File: src/rtl/ep_count_status.sv
module ep_count_status #(
  parameter bit IS_CONTROL = 1'b1,
  parameter int CNT_W      = 6,
  parameter int MAX_PKT    = 32,
  parameter int CRC_BYTES  = 2
) (
  input  logic             clk,
  input  logic             rst_n,
  input  logic             cpu_wr,
  input  logic [CNT_W+1:0] cpu_wdata,
  input  logic             cpu_rd,
  output logic [CNT_W+1:0] cpu_rdata,
  input  logic             hw_upd,
  input  logic [CNT_W-1:0] hw_payload_len,
  input  logic             hw_toggle,
  input  logic             hw_crc_ok,
  output logic             ep_irq,
  output logic             wr_err
);
  localparam logic [CNT_W-1:0] MAX_C = CNT_W'(MAX_PKT);
  localparam logic [CNT_W-1:0] CRC_C = CNT_W'(CRC_BYTES);

  logic [CNT_W-1:0] cnt_q;
  logic             vld_q, tgl_q, lock_q, irq_q, err_q;

  wire              wr_ok  = cpu_wr && !lock_q && !hw_upd;
  wire              wr_big = cpu_wdata[CNT_W-1:0] > MAX_C;
  wire [CNT_W-1:0]  wr_cnt = wr_big ? MAX_C : cpu_wdata[CNT_W-1:0];
  wire [CNT_W-1:0]  rx_len = (hw_payload_len > MAX_C) ? MAX_C : hw_payload_len;

  always_ff @(posedge clk) begin
    if (!rst_n) begin
      cnt_q  <= '0;
      vld_q  <= 1'b0;
      tgl_q  <= 1'b0;
      lock_q <= 1'b0;
      irq_q  <= 1'b0;
      err_q  <= 1'b0;
    end else begin
      irq_q <= hw_upd;
      err_q <= wr_ok && wr_big;
      if (hw_upd) begin
        cnt_q <= rx_len + CRC_C;
        tgl_q <= hw_toggle;
        vld_q <= hw_crc_ok;
      end else if (wr_ok) begin
        cnt_q <= wr_cnt;
        tgl_q <= cpu_wdata[CNT_W+1];
        vld_q <= 1'b0;
      end
      if (IS_CONTROL && hw_upd) lock_q <= 1'b1;
      else if (cpu_rd)          lock_q <= 1'b0;
    end
  end

  assign cpu_rdata = {tgl_q, vld_q, cnt_q};
  assign ep_irq    = irq_q;
  assign wr_err    = err_q;
endmodule


File: config.mk
export PLATFORM = sky130hd
export DESIGN_NAME = ep_count_status
export DESIGN_NICKNAME = d
export VERILOG_FILES = /design/src/rtl/ep_count_status.sv
export SDC_FILE = /design/constraint.sdc
export NUM_CORES = 1
export LEC_CHECK = 0
export ABC_AREA = 0
export BUFFER_PORTS_ARGS = -buffer_cell sky130_fd_sc_hd__buf_2
export CAP_MARGIN = 20
export CELL_PAD_IN_SITES_DETAIL_PLACEMENT = 0
export CELL_PAD_IN_SITES_GLOBAL_PLACEMENT = 1
export CORE_MARGIN = 3
export CORE_UTILIZATION = 30
export DETAILED_ROUTE_END_ITERATION = 6
export GPL_ROUTABILITY_DRIVEN = 0
export PLACE_DENSITY_LB_ADDON = 0.08
export SKIP_CTS_REPAIR_TIMING = 1
export SLEW_MARGIN = 20
export SYNTH_ARGS = -nofsm -noshare
export SYNTH_HDL_FRONTEND = slang
export SYNTH_SLANG_ARGS = --single-unit
File: constraint.sdc
create_clock -name clk -period 1.6 [get_ports clk]
set_clock_uncertainty 0.15 [all_clocks]
set_input_delay 0 -clock clk [delete_from_list [all_inputs] [get_ports clk]]
set_output_delay 0 -clock clk [all_outputs]
set_load 0.01 [all_outputs]
==> metrics.txt <==
sw frac=25.73%; failing checks=hold timing; CTS clock-pin slew for the worst setup and hold paths=70 ps; 1st-pass router iterations=4; Tmin final=1495 ps; number of antenna violations at the first check in global routing=0; H-Tree Depth=1; Peak VDD IR=between 0.0003 and 0.0004 V; max_slew headroom=80.21%; Power, Total=approximately 640 µW; layout cells sized above 1=about 38%; Clock Tree Buf Depth=2; Fin. Hold Viols=2; Least-Margin Pin Slew=296.9 ps; clk sinks=11; drt initial violations=5; Internal Power=477.4 µW; Tcrit/Tclk final=93.41%; post-synthesis sequential area ratio=37.13%; TritonCTS buffer count=3; CTS Root Cell=clkbuf_4; reg2reg setup slack=220 ps; syn_area_per_cell=about 9.4 µm²; Yosys top cell by area=dfxtp_1; Critical Path Sink Type=flip-flop; antenna-violating nets left=0; Ys Warns=0; post-synthesis cell area=593.1 µm²; TritonCTS clock tree=yes; vias in the first global route=519; drt wl/cell=11.83 µm; first-pass GRT wire length=2401 µm; Layout Area Growth over Synthesis=57.38%; NumNets Final=132; most frequent cells in the layout=buf_2, dlygate4sd3_1, dfxtp_1, a21oi_1, and4bb_2; die span in x=50.46 µm; Antenna diodes=0; placed cells=around 120; Starting Density=32.92%; WP data required=1640 ps; Unique masters post-synth=31; CP cell instances=dlygate4sd3_1, buf_2, o21ai_0, dlygate4sd3_1, a21oi_1; fmax=669.1 MHz; crit-path max FO=12; Post-Syn Instances=63; synthesized flop and latch total=11; row cnt=15; dpl cell area=~760 µm²; DR DRC count=0; Fin Hold WS=-17.78 ps; top-area cell type share of the netlist area=between 30 and 40%; Slowest cell on crit path=dlygate4sd3_1; die area=~0.0025 mm²; Combinational Power Share=24.3%; Seq pwr share=a little under half; Design Area, Final=933.4 µm²; final WL=approximately 1600 µm; Clk pwr share=29.2%; largest net degree at the start of global routing=13; Post-Layout Cell Count=134; Syn Nets=85; class of the worst hold path=input port to flip-flop; post-DP HPWL=1153 µm; MaxCap Viol Count=0; I/O pin cnt=31; cell mode on critical path=dlygate4sd3_1; Leakage=0.0004266 µW; Setup CP Type=input port to flip-flop; commonest non-fill, non-tap cell in the layout=buf_2; Synth area leaders=dfxtp_1, and4bb_2, a21oi_1; global-route usage over all layers=12.67%; routed vias=643; CP startpoint kind=input port; Overflow after GRT=0; Max Slew Vio Count=0; status=finished with violations; WP data arrival=approximately 1500 ps; power density over the cells=around 700 mW/mm²; max incr delay on CP=560 ps; Final setup viols=0; NetSw=165.4 µW; Core Region=roughly 0.0018 mm²; Die Y=50.46 µm; Skew-Pair Late Insertion Delay=260 ps; count of buffers from port buffering=29; DR vias/cell=around 4.8
synthesized netlist by cell type:
cell type / number
dfxtp_1: 11
a21oi_1: 7
and4bb_2: 5
nand2_1: 4
nor2b_1: 4
o21ai_0: 3
a21boi_0: 2
buf_4: 2
nand2b_1: 2
nand3_1: 2
a211o_1: 1
a311o_1: 1
and2_1: 1
and3_1: 1
buf_6: 1
clkbuf_1: 1
clkbuf_2: 1
clkinv_1: 1
ha_1: 1
mux2_4: 1
mux2i_1: 1
nand3b_1: 1
nand4_1: 1
nor2_1: 1
nor4_1: 1
o211a_1: 1
o221ai_1: 1
o2bb2ai_1: 1
or2b_1: 1
or4_1: 1
xnor2_1: 1
power groups by stage:
stage | logic, µW | clock network, µW | registers [µW]
2_1_floorplan | 67.8 | 0 | 311
3_3_place_gp | 128 | 0 | 304
3_5_place_dp | 129 | 0 | 305
4_1_cts | 130 | 195 | 299
5_1_grt | 175 | 213 | 301
6_report | 156 | 188 | 299
worst paths after layout:
check / from / end / depth (start not counted)
min reg2reg: vld_q / vld_q / 2
min: hw_payload_len[2] / cnt_q[4] / 4
max reg2reg: lock_q / cnt_q[5] / 3
max: rst_n / tgl_q / 5
sequential cells by signal (all words and copies together), names as in the netlist:
register and cells:
lock_q 1, vld_q 1, cnt_q 6, ep_irq 1
wr_err 1, tgl_q 1
worst max-delay path: cells and delay by family:
kind                   cells  cell delay [ps]
AOI/OAI and AO/OA          2              230
buffers and inverters      3             1300
routing by layer:
layer	share of wire (%)	GRT usage [%]	vias to the layer above
met5	0	0	-
li1	-	-	328
met1	48	15.83	295
met2	46	19.57	18
met3	4.8	2.671	2
met4	1.3	8.072	0
cells by family after synthesis:
logic type | synth area share (%)
XOR/XNOR | 1.477
AO/OA/AOI/OAI | 18.78
flip-flops | 37.13
buffers and inverters | 6.537
adder cells (fa/ha/maj) | 2.109
multiplexers | 4.219
AND/OR/NAND/NOR | 29.75
layout make-up:
| class | count | area [µm²] |
|---|---|---|
| clock buffer | 4 | 26.28 |
| fill | 191 | 868.3 |
| inverter | 1 | 3.754 |
| multi-input combinational | 46 | 334.1 |
| sequential | 11 | 220.2 |
| tap | 25 | 31.28 |
| timing repair buffer | 47 | 317.8 |
per-stage QoR:
stage | utilization, % | TNS, ps | setup slack (ps)
after floorplan | - | 0 | 265.6
after global placement | 42.01 | 0 | 233.2
after detailed placement | 42.01 | 0 | 229.5
after CTS | 43.47 | 0 | 212.5
after global routing | 51.81 | -10.78 | -10.78
final | 51.81 | 0 | 105.4
No activity file was read; power rests on OpenSTA's default activity.
